===== src/rtl/remap_pkg.sv =====
// Package: shared types for the boot remap decoder.
// Assumes: one decode target per cycle; NONE means no chip select.
package remap_pkg;
    typedef enum logic [1:0] {
        TGT_NONE   = 2'd0,
        TGT_ROM    = 2'd1,
        TGT_RAM    = 2'd2,
        TGT_PERIPH = 2'd3
    } target_e;
endpackage


===== src/rtl/region_match.sv =====
// region_match: flags an address that falls in an aligned power-of-two window.
// Assumes: BASE is aligned to 2**WIN_BITS and WIN_BITS < ADDR_W.
module region_match #(
    parameter int          ADDR_W   = 32,
    parameter int          WIN_BITS = 16,
    parameter logic [31:0] BASE     = 32'h0
) (
    input  logic [ADDR_W-1:0] addr,
    output logic              hit
);
    localparam int TAG_W = ADDR_W - WIN_BITS;
    localparam logic [ADDR_W-1:0] BASE_W = BASE[ADDR_W-1:0];

    // compare only the bits above the window offset
    assign hit = (addr[ADDR_W-1:WIN_BITS] == BASE_W[ADDR_W-1:ADDR_W-TAG_W]);
endmodule


===== src/rtl/remap_state.sv =====
// remap_state: the single sticky boot/remapped flag.
// Assumes: reset is synchronous and active low; the flag can only be set, never
// cleared, except by reset.
module remap_state #(
    parameter bit AUTO_TRIGGER = 1'b0
) (
    input  logic clk,
    input  logic rst_n,
    input  logic ctl_req,
    input  logic bus_wr,
    output logic remapped
);
    logic auto_fire;

    // pick the trigger variant at build time
    generate
        if (AUTO_TRIGGER) begin : g_auto
            assign auto_fire = bus_wr;
        end else begin : g_manual
            assign auto_fire = 1'b0;
        end
    endgenerate

    // set once on a trigger, hold until reset
    always_ff @(posedge clk) begin
        if (!rst_n)
            remapped <= 1'b0;
        else if (ctl_req || auto_fire)
            remapped <= 1'b1;
    end
endmodule


===== src/rtl/addr_decoder.sv =====
// addr_decoder: turns an access into a single target for the current map.
// Assumes: ROM is read-only; in boot mode ROM decode ignores the upper address bits.
// The peripheral window is always fully decoded.
module addr_decoder
    import remap_pkg::*;
#(
    parameter int          ADDR_W      = 32,
    parameter logic [31:0] ROM_BASE    = 32'hE000_0000,
    parameter int          ROM_BITS    = 16,
    parameter logic [31:0] RAM_BASE    = 32'h0000_0000,
    parameter int          RAM_BITS    = 20,
    parameter logic [31:0] PERIPH_BASE = 32'h8000_0000,
    parameter int          PERIPH_BITS = 16
) (
    input  logic [ADDR_W-1:0] addr,
    input  logic              rd,
    input  logic              wr,
    input  logic              final_map,
    output target_e           tgt,
    output logic              err
);
    logic rom_hit, ram_hit, per_hit, access;

    region_match #(.ADDR_W(ADDR_W), .WIN_BITS(ROM_BITS), .BASE(ROM_BASE))
        u_rom (.addr(addr), .hit(rom_hit));
    region_match #(.ADDR_W(ADDR_W), .WIN_BITS(RAM_BITS), .BASE(RAM_BASE))
        u_ram (.addr(addr), .hit(ram_hit));
    region_match #(.ADDR_W(ADDR_W), .WIN_BITS(PERIPH_BITS), .BASE(PERIPH_BASE))
        u_per (.addr(addr), .hit(per_hit));

    assign access = rd || wr;

    // choose one target by priority: peripheral, then per-mode memory decode
    always_comb begin
        tgt = TGT_NONE;
        if (access) begin
            if (per_hit)
                tgt = TGT_PERIPH;
            else if (final_map) begin
                if (ram_hit)
                    tgt = TGT_RAM;
                else if (rom_hit && !wr)
                    tgt = TGT_ROM;
            end else if (!wr)
                tgt = TGT_ROM;
        end
    end

    // an access that found no target is an error
    assign err = access && (tgt == TGT_NONE);
endmodule


===== src/rtl/boot_remap_decoder.sv =====
// boot_remap_decoder: top level. Boot mode aliases ROM at zero; after a remap,
// RAM sits at zero and ROM only at its high window.
// Assumes: selects are combinational from the address and strobes. The remap
// status changes on the clock edge after the trigger.
module boot_remap_decoder
    import remap_pkg::*;
#(
    parameter int          ADDR_W       = 32,
    parameter int          CTL_W        = 8,
    parameter bit          AUTO_TRIGGER = 1'b0,
    parameter logic [31:0] ROM_BASE     = 32'hE000_0000,
    parameter int          ROM_BITS     = 16,
    parameter logic [31:0] RAM_BASE     = 32'h0000_0000,
    parameter int          RAM_BITS     = 20,
    parameter logic [31:0] PERIPH_BASE  = 32'h8000_0000,
    parameter int          PERIPH_BITS  = 16
) (
    input  logic              clk,
    input  logic              rst_n,
    input  logic [ADDR_W-1:0] bus_addr,
    input  logic              bus_rd,
    input  logic              bus_wr,
    input  logic              ctl_wr,
    input  logic [CTL_W-1:0]  ctl_wdata,
    output logic [CTL_W-1:0]  ctl_rdata,
    output logic              sel_rom,
    output logic              sel_ram,
    output logic              sel_periph,
    output logic              map_err
);
    localparam int REMAP_BIT = 0;

    logic    remapped, final_map, ctl_req;
    target_e tgt;

    assign ctl_req = ctl_wr && ctl_wdata[REMAP_BIT];

    remap_state #(.AUTO_TRIGGER(AUTO_TRIGGER)) u_state (
        .clk(clk), .rst_n(rst_n), .ctl_req(ctl_req),
        .bus_wr(bus_wr), .remapped(remapped)
    );

    // a triggering write in the automatic build already uses the final map
    assign final_map = remapped || (AUTO_TRIGGER && bus_wr);

    addr_decoder #(
        .ADDR_W(ADDR_W), .ROM_BASE(ROM_BASE), .ROM_BITS(ROM_BITS),
        .RAM_BASE(RAM_BASE), .RAM_BITS(RAM_BITS),
        .PERIPH_BASE(PERIPH_BASE), .PERIPH_BITS(PERIPH_BITS)
    ) u_dec (
        .addr(bus_addr), .rd(bus_rd), .wr(bus_wr),
        .final_map(final_map), .tgt(tgt), .err(map_err)
    );

    // fan the target out to one-hot chip selects
    assign sel_rom    = (tgt == TGT_ROM);
    assign sel_ram    = (tgt == TGT_RAM);
    assign sel_periph = (tgt == TGT_PERIPH);

    // status readback: remap flag in bit 0, other bits zero
    always_comb begin
        ctl_rdata = '0;
        ctl_rdata[REMAP_BIT] = remapped;
    end
endmodule


===== config.mk =====
export PLATFORM = sky130hd
export DESIGN_NAME = boot_remap_decoder
export DESIGN_NICKNAME = d
export VERILOG_FILES = /design/src/rtl/remap_pkg.sv /design/src/rtl/region_match.sv /design/src/rtl/remap_state.sv /design/src/rtl/addr_decoder.sv /design/src/rtl/boot_remap_decoder.sv
export SDC_FILE = /design/constraint.sdc
export NUM_CORES = 1
export LEC_CHECK = 0
export ABC_AREA = 1
export BUFFER_PORTS_ARGS = -buffer_cell sky130_fd_sc_hd__buf_2
export CELL_PAD_IN_SITES_DETAIL_PLACEMENT = 1
export CELL_PAD_IN_SITES_GLOBAL_PLACEMENT = 2
export CORE_MARGIN = 4
export CORE_UTILIZATION = 10
export CTS_BUF_LIST = sky130_fd_sc_hd__clkbuf_16
export DETAILED_ROUTE_END_ITERATION = 12
export PLACE_DENSITY = 0.95
export SETUP_SLACK_MARGIN = 0.2
export SLEW_MARGIN = 20
export SYNTH_ARGS = -nofsm -noshare
export SYNTH_HDL_FRONTEND = slang
export SYNTH_SLANG_ARGS = --single-unit

===== constraint.sdc =====
create_clock -name clk -period 1.1 [get_ports clk]
set_input_delay 0.11 -clock clk [delete_from_list [all_inputs] [get_ports clk]]
set_output_delay 0.11 -clock clk [all_outputs]
set_load 0.1 [all_outputs]

==> results of run 1 <==
power groups by stage:
stage	sequential, mW	clock [mW]	combinational (mW)
after detailed placement	0.0431	0	0.302
final	0.0433	0	0.338
after global routing	0.0442	0	0.355
after CTS	0.0436	0	0.331
after global placement	0.0426	0	0.298
after floorplan	0.0419	0	0.236
cells in the mapped netlist:
library cell	number	area share, %
nand3_1	2	3.6
a21boi_0	1	2.7
dfxtp_1	1	7.2
or2_2	1	2.3
conb_1	1	1.4
nand2_2	5	11
nand2_1	10	14
nor2_1	11	15
a21oi_1	1	1.8
nor2_2	3	6.8
buf_4	8	22
inv_1	4	5.4
nor2_4	1	4.1
a21oi_2	1	3.2
repair_timing:
| item | in CTS | in global routing |
|---|---|---|
| endpoints found under the hold margin | 0 | 0 |
| pin swaps | 10 | 1 |
| setup endpoints to repair | 4 | 4 |
| resized for setup | 20 | 8 |
| buffers inserted | 3 | 0 |
per-stage QoR:
stage / cells / total power [mW] / worst slack, ns / hold slack (ns)
2_1_floorplan: 56 / 0.278 / -0.214 / 0.247
3_3_place_gp: 105 / 0.341 / -0.189 / 0.357
3_5_place_dp: 105 / 0.346 / -0.223 / 0.366
4_1_cts: 108 / 0.375 / -0.165 / 0.366
5_1_grt: 108 / 0.399 / -0.222 / 0.394
6_report: 108 / 0.381 / -0.145 / 0.362
critical path, delay by kind of cell:
kind | cells | cell delay [ns]
buf+inv | 2 | 0.28
compound gates | 1 | 0.18
simple gates | 6 | 0.56
cell type report:
cell class / count / area (um^2) / share of cell area [%]
multi-input cells: 43 / 330 / 48.2
repair buffers: 30 / 282 / 41.1
well taps: 30 / 37.5 / 5.47
flip-flops and latches: 1 / 21.3 / 3.10
inverters: 4 / 15.0 / 2.19
routing by layer:
| layer | global-route usage [%] | part of all wire [%] |
|---|---|---|
| met2 | 12.8 | 58 |
| met1 | 5.70 | 30 |
| met4 | 0 | 0 |
| met5 | 0 | 0 |
| met3 | 0.426 | 12 |
how the worst min path moves through the flow:
stage	from	end	slack [ns]
floorplan	ctl_wdata[0]	u_state.remapped	0.25
global placement	ctl_wdata[0]	u_state.remapped	0.36
detailed placement	rst_n	u_state.remapped	0.37
CTS	rst_n	u_state.remapped	0.37
global route	rst_n	u_state.remapped	0.39
finish	rst_n	u_state.remapped	0.36
cells by family (layout without fill, tap and decap cells):
logic type,Yosys count,after routing,share of synthesized area [%]
simple gates,33,33,56.6
buf+inv,12,34,27.1
compound gates,3,3,7.69
other cells,1,7,1.36
flops,1,1,7.24
==> qor.txt, run 1 <==
DIE WIDTH - 60.6 um
worst r2r src - u_state.remapped
DR vias - 381
post-route setup slack - -0.145 ns
post-synthesis cell count - 50
Fmax - 803 MHz
critical path fanouts, max - 3
Die Area - 0.00367 mm^2
vias in the first global route - 421
Ys Warns - 0
# setup viols final - 4
outcome - finished with violations
hold path cells - 2
Cell Pwr Density - 556 mW/mm^2
MaxCap Viol Count - 0
initial antenna violation count - 0
Sw Pwr - 238 uW
worst-skew pair later-pin latency - 0 ns
Synth Register Bits - 1
clk_skew - 0 ns
largest registers - u_state.remapped x1
Ports - 57
final hold vios - 0
most frequent cells in the layout - buf_2 (15), nor2_4 (7), conb_1 (7), nand2_2 (6), buf_12 (6)
GR Util All Layers - 5.68%
CTS hold repair buffers - 0
Worst Hold Class - input pin to flop
first-pass GRT wire length - 1670 um
Port Buffers - 26
design area - 686 um^2
P_leak - 0.319 nW
maximum VDD drop - 230 uV
Worst path max stage delay - 0.19 ns
FILL cells - 321
routed wire length per instance - 9.31 um
minimum clock period - 1.24 ns
Final Util - 26.7%
setup_tns - -0.431 ns
share of cells above drive strength 1 - 78.2%
post-synthesis sequential area ratio - 7.24%
Max Slew Vio Count - 0
commonest non-fill, non-tap cell in the layout - buf_2
Worst Setup End Kind - primary output
cell-internal power - 143 uW
library cells used by synthesis - 14
WS Path Type - input pin to primary output
core area - 0.00257 mm^2
vias per inst - 3.53
Switching Share - 62.5%
DP HPWL - 912 um
final layout net count - 125
R2R Path End - u_state.remapped
Mean Syn Cell Area - 5.53 um^2
last weighted congestion value of the routability-driven placer - 0.625
fin crit share - 113%
cells on worst reg2reg path - 2
drc violations - 0
drt first-iter violations - 0
max reg flops - 1
Netlist Area Pre-Place - 277 um^2
largest net degree at the start of global routing - 5
Crit. Startpoint - bus_addr[22]
final WL - 1010 um
Sequential Power Share - 11.4%
grt ovf - 0
Die Ht - 60.6 um
Cell Area, Placed - 542 um^2
combinational share of power - 88.6%
Clock Power Share - 0%
initial core utilization - 10.8%
Ant. Diodes - 0
Worst Setup Start Kind - input pin
Reg with most FFs - u_state.remapped
failing checks - negative setup slack
flop2flop setup slack - 0.49 ns
Site Rows - 18
critical-path cell list - buf_6 > nor2_4 > nand2_2 > nor2_4 > nand2_1 > nand2_2 > nand2_4 > a21oi_4 > buf_12
Antenna Nets Post-Route - 0
critical path arrival - 1.13 ns
Layout area overhead - 148%
RSZ-0062 raised after global routing - yes
DRT Pass-1 Iters - 1
critical path's slowest cell - buf_12
Setup crit end - sel_rom
Data required, critical path - 0.99 ns
Worst-path clk slew - 0 ns
Note: power is estimated with default switching activity, not from simulation.
==> inputs of run 2 (changes only) <==
==> constraint.sdc (replaced) <==
create_clock -name clk -period 1.2 [get_ports clk]
set_input_delay 0.12 -clock clk [delete_from_list [all_inputs] [get_ports clk]]
set_output_delay 0.12 -clock clk [all_outputs]
set_load 0.1 [all_outputs]
==> qor.txt, run 2 (synthesized netlist as in run 1, its figures left out) <==
RSZ-0062 raised after global routing - yes
R2R Path End - u_state.remapped
vias in the first global route - 407 (-3.3%)
Cell Pwr Density - 527 mW/mm^2 (-5.1%)
Max Slew Vio Count - 0 (unchanged)
DIE WIDTH - 60.6 um (unchanged)
failing checks - negative setup slack
Data required, critical path - 1.08 ns (+0.09 ns)
cells on worst reg2reg path - 2 (unchanged)
maximum VDD drop - 213 uV (-7.2%)
minimum clock period - 1.25 ns
Port Buffers - 26 (unchanged)
DP HPWL - 922 um (+1.1%)
DR vias - 378 (-0.79%)
Antenna Nets Post-Route - 0 (unchanged)
Worst Setup End Kind - primary output
Cell Area, Placed - 587 um^2 (+8.3%)
commonest non-fill, non-tap cell in the layout - buf_2
routed wire length per instance - 9.84 um (+5.7%)
most frequent cells in the layout - buf_2 (16), nor2_4 (10), conb_1 (7)
drc violations - 0 (unchanged)
core area - 0.00257 mm^2 (unchanged)
final WL - 1050 um (+4.7%)
Layout area overhead - 143%
largest registers - u_state.remapped x1
drt first-iter violations - 1 (+1)
Setup crit end - sel_rom
Worst Setup Start Kind - input pin
WS Path Type - input pin to primary output
post-route setup slack - -0.0490 ns (+0.0957 ns)
DRT Pass-1 Iters - 2 (+1)
worst r2r src - u_state.remapped
critical path arrival - 1.13 ns (about the same)
Reg with most FFs - u_state.remapped
Pwr Total - 355 uW (-6.8%)
design area - 673 um^2 (-1.8%)
largest net degree at the start of global routing - 6 (+1)
Crit. Startpoint - bus_addr[24]
Die Ht - 60.6 um (unchanged)
final layout net count - 124 (-0.80%)
flop2flop setup slack - 0.60 ns (+0.11 ns)
Worst path max stage delay - 0.19 ns (about the same)
Ports - 57 (unchanged)
share of cells above drive strength 1 - 74.0% (-4.2 points)
Die Area - 0.00367 mm^2 (unchanged)
grt ovf - 0 (unchanged)
clk_skew - 0 ns (unchanged)
Worst-path clk slew - 0 ns (unchanged)
Ant. Diodes - 0 (unchanged)
Site Rows - 18 (unchanged)
max reg flops - 1 (unchanged)
# placed instances - 105 (unchanged)
last weighted congestion value of the routability-driven placer - 0.783 (+25%)
critical path fanouts, max - 3 (unchanged)
GR Util All Layers - 5.50% (-0.18 points)
critical-path cell list - buf_6 > nor2_4 > nand2_2 > nor2_4 > nand2_1 > nand2_2 > nand2_4 > a21oi_4 > buf_12
MaxCap Viol Count - 0 (unchanged)
Fmax - 801 MHz
Worst Hold Class - input pin to flop
critical path's slowest cell - buf_12
worst-skew pair later-pin latency - 0 ns (unchanged)
# setup viols final - 4 (unchanged)
initial antenna violation count - 0 (unchanged)
fin crit share - 104%
P_leak - 0.310 nW (-2.8%)
initial core utilization - 10.8% (unchanged)
Non-Filler Instances - 107 (-0.93%)
first-pass GRT wire length - 1640 um (-2.0%)
vias per inst - 3.53 (+0.14%)
outcome - finished with violations
final hold vios - 0 (unchanged)
[run 2: cell types whose count changed in the layout (fill, tap and decap cells not counted)]
| cell | previous run | this run |
|---|---|---|
| nand2_2 | 6 | 5 |
| nor2_1 | 3 | 4 |
| nor2_2 | 5 | 1 |
| inv_1 | 2 | 3 |
| nor2_4 | 7 | 10 |
| inv_2 | 2 | 1 |
| nand2_1 | 4 | 5 |
| buf_12 | 6 | 5 |
| buf_4 | 4 | 3 |
| buf_2 | 15 | 16 |
[run 2: worst min-delay path by stage]
stage | slack (ns) | cells past startpoint | startpoint | to
floorplan | 0.26 | 2 | ctl_wdata[0] | u_state.remapped
global placement | 0.37 | 3 | ctl_wdata[0] | u_state.remapped
detailed placement | 0.38 | 2 | rst_n | u_state.remapped
CTS | 0.38 | 2 | rst_n | u_state.remapped
global route | 0.39 | 2 | rst_n | u_state.remapped
finish | 0.37 | 2 | rst_n | u_state.remapped
[run 2: critical path, delay by kind of cell]
family	cells	cell delay, ns
and+or+nand+nor	6	0.56
buffers and inverters	2	0.29
AOI/OAI and AO/OA	1	0.16
[run 2: power breakdown]
group | internal, mW | switching, mW | leakage, nW | total (mW)
registers | 0.0368 | 0.00270 | 0.00861 | 0.0395
clock network | 0 | 0 | 0 | 0
logic | 0.0955 | 0.220 | 0.302 | 0.315
[run 2: through the flow]
| step | hold slack [ns] | worst slack, ns | util (%) | setup TNS, ns |
|---|---|---|---|---|
| finish | 0.375 | -0.0490 | 26.2 | -0.125 |
| global route | 0.392 | -0.127 | 26.2 | -0.417 |
| CTS | 0.379 | -0.0592 | 25.7 | -0.185 |
| detailed placement | 0.379 | -0.144 | 22.9 | -0.436 |
| global placement | 0.368 | -0.110 | 22.9 | -0.315 |
| floorplan | 0.257 | -0.110 | - | -0.348 |
[run 2: area by class of cell]
cell class                 instances  area, um^2
fill                             324        1890
multi-input combinational         43         340
tap                               30        37.5
sequential                         1        21.3
timing repair buffer              29         259
inverter                           4        15.0
[run 2: layer usage]
layer	wire length, um	track usage (%)
met2	592	11.1
met5	0	0
met4	0	0
met3	85	0
met1	375	6.83
[run 2: what timing repair did]
item	in CTS	in global routing
endpoints found under the setup margin	4	4
buffers inserted	2	0
hold buffers	0	0
pin swaps	4	1
gates resized for setup	13	2
==> inputs of run 3 (changes only) <==
--- a/config.mk
+++ b/config.mk
@@ -14,6 +14,7 @@
 export CTS_BUF_LIST = sky130_fd_sc_hd__clkbuf_16
 export DETAILED_ROUTE_END_ITERATION = 12
 export PLACE_DENSITY = 0.95
+export RECOVER_POWER = 25
 export SETUP_SLACK_MARGIN = 0.2
 export SLEW_MARGIN = 20
 export SYNTH_ARGS = -nofsm -noshare
==> qor.txt, run 3 (synthesized netlist as in run 1, its figures left out) <==
Die Ht - 60.6 um (unchanged)
Ant. Diodes - 0 (unchanged)
commonest non-fill, non-tap cell in the layout - buf_2
critical path fanouts, max - 3 (unchanged)
DIE WIDTH - 60.6 um (unchanged)
Worst Setup Start Kind - input pin
core area - 0.00257 mm^2 (unchanged)
DR vias - 378 (unchanged)
Fmax - 800 MHz (about the same)
CTS hold repair buffers - 0 (unchanged)
Data required, critical path - 1.08 ns (about the same)
cell-internal power - 132 uW (-0.43%)
GR Util All Layers - 5.50% (unchanged)
Switching Share - 62.8% (+0.10 points)
DRT Pass-1 Iters - 2 (unchanged)
Layout area overhead - 143%
FILL cells - 325 (+0.31%)
routed wire length per instance - 9.84 um (unchanged)
Non-Filler Instances - 107 (unchanged)
most frequent cells in the layout - buf_2 (16), nor2_4 (10), conb_1 (7)
Sw Pwr - 223 uW (unchanged)
post-route setup slack - -0.0494 ns (-0.000387 ns)
worst-skew pair later-pin latency - 0 ns (unchanged)
critical path arrival - 1.13 ns (about the same)
grt ovf - 0 (unchanged)
Sequential Power Share - 11.0% (about the same)
MaxCap Viol Count - 0 (unchanged)
Worst Setup End Kind - primary output
Antenna Nets Post-Route - 0 (unchanged)
Worst path max stage delay - 0.19 ns (about the same)
failing checks - negative setup slack
final WL - 1050 um (unchanged)
outcome - finished with violations
largest registers - u_state.remapped x1
minimum clock period - 1.25 ns (+0.000387 ns)
Max Slew Vio Count - 0 (unchanged)
# placed instances - 105 (unchanged)
Cell Pwr Density - 527 mW/mm^2 (about the same)
initial core utilization - 10.8% (unchanged)
largest net degree at the start of global routing - 6 (unchanged)
drt first-iter violations - 1 (unchanged)
# setup viols final - 4 (unchanged)
Ports - 57 (unchanged)
vias in the first global route - 407 (unchanged)
RSZ-0062 raised after global routing - yes
fin crit share - 104% (about the same)
drc violations - 0 (unchanged)
final hold vios - 0 (unchanged)
clk_skew - 0 ns (unchanged)
critical-path cell list - buf_6 > nor2_4 > nand2_2 > nor2_4 > nand2_1 > nand2_2 > nand2_4 > a21oi_4 > buf_12
P_leak - 0.310 nW (-0.10%)
initial antenna violation count - 0 (unchanged)
max reg flops - 1 (unchanged)
vias per inst - 3.53 (unchanged)
Port Buffers - 26 (unchanged)
final layout net count - 124 (unchanged)
critical path's slowest cell - buf_12
Reg with most FFs - u_state.remapped
Worst-path clk slew - 0 ns (unchanged)
Site Rows - 18 (unchanged)
WS Path Type - input pin to primary output
last weighted congestion value of the routability-driven placer - 0.783 (unchanged)
Die Area - 0.00367 mm^2 (unchanged)
combinational share of power - 89.0% (about the same)
first-pass GRT wire length - 1640 um (unchanged)
DP HPWL - 922 um (unchanged)
maximum VDD drop - 213 uV (-0.28%)
setup_tns - -0.126 ns (-0.000388 ns)
Clock Power Share - 0% (unchanged)
share of cells above drive strength 1 - 72.7% (-1.3 points)
Worst Hold Class - input pin to flop
[run 3: cell counts in the layout (fill, tap and decap cells not counted)]
No cell type changed its count.
[run 3: layer usage]
| layer | track usage (%) | wire length (um) | vias up |
|---|---|---|---|
| li1 | - | - | 191 |
| met1 | 6.83 | 375 | 167 |
| met2 | 11.1 | 592 | 20 |
| met3 | 0 | 85 | 0 |
| met4 | 0 | 0 | 0 |
| met5 | 0 | 0 | - |
[run 3: stage by stage]
step	hold WS [ns]	power [mW]	setup slack [ns]	instance area [um^2]	utilization, %
3_5_place_dp	0.379	0.333	-0.144	587	22.9
6_report	0.382	0.354	-0.0494	672	26.2
3_3_place_gp	0.368	0.328	-0.110	587	22.9
5_1_grt	0.399	0.367	-0.127	672	26.2
4_1_cts	0.379	0.352	-0.0592	661	25.7
2_1_floorplan	0.257	0.262	-0.110	397	-
[run 3: layout make-up]
type / instances / area [um^2] / area share (%)
flip-flops and latches: 1 / 20.0 / 2.98
multi-input cells: 43 / 340 / 50.7
inverters: 4 / 15.0 / 2.23
repair buffers: 29 / 259 / 38.5
well taps: 30 / 37.5 / 5.59
[run 3: power by group through the flow]
stage	clock [mW]	combinational (mW)	sequential [mW]
global placement	0	0.289	0.0391
floorplan	0	0.224	0.0384
CTS	0	0.313	0.0396
detailed placement	0	0.294	0.0392
global route	0	0.328	0.0394
finish	0	0.315	0.0390
[run 3: critical path: cells and delay by family]
family | cells | cell delay, ns
compound gates | 1 | 0.16
buf+inv | 2 | 0.29
simple gates | 6 | 0.56
[run 3: what timing repair did]
action	4_1_cts	5_1_grt
hold endpoints to repair	0	0
endpoints found under the setup margin	4	4
pin swaps	4	1
cloned	0	0
gates resized for setup	13	2
buffers inserted	2	0
[run 3: worst paths after layout]
| path | startpoint | end | slack (ns) | cells past startpoint |
|---|---|---|---|---|
| worst max-delay path | bus_addr[24] | sel_rom | -0.05 | 9 |
| worst min-delay path | rst_n | u_state.remapped | 0.38 | 2 |
| worst max register to register | u_state.remapped | u_state.remapped | 0.56 | 2 |
| worst min register to register | u_state.remapped | u_state.remapped | 0.51 | 2 |
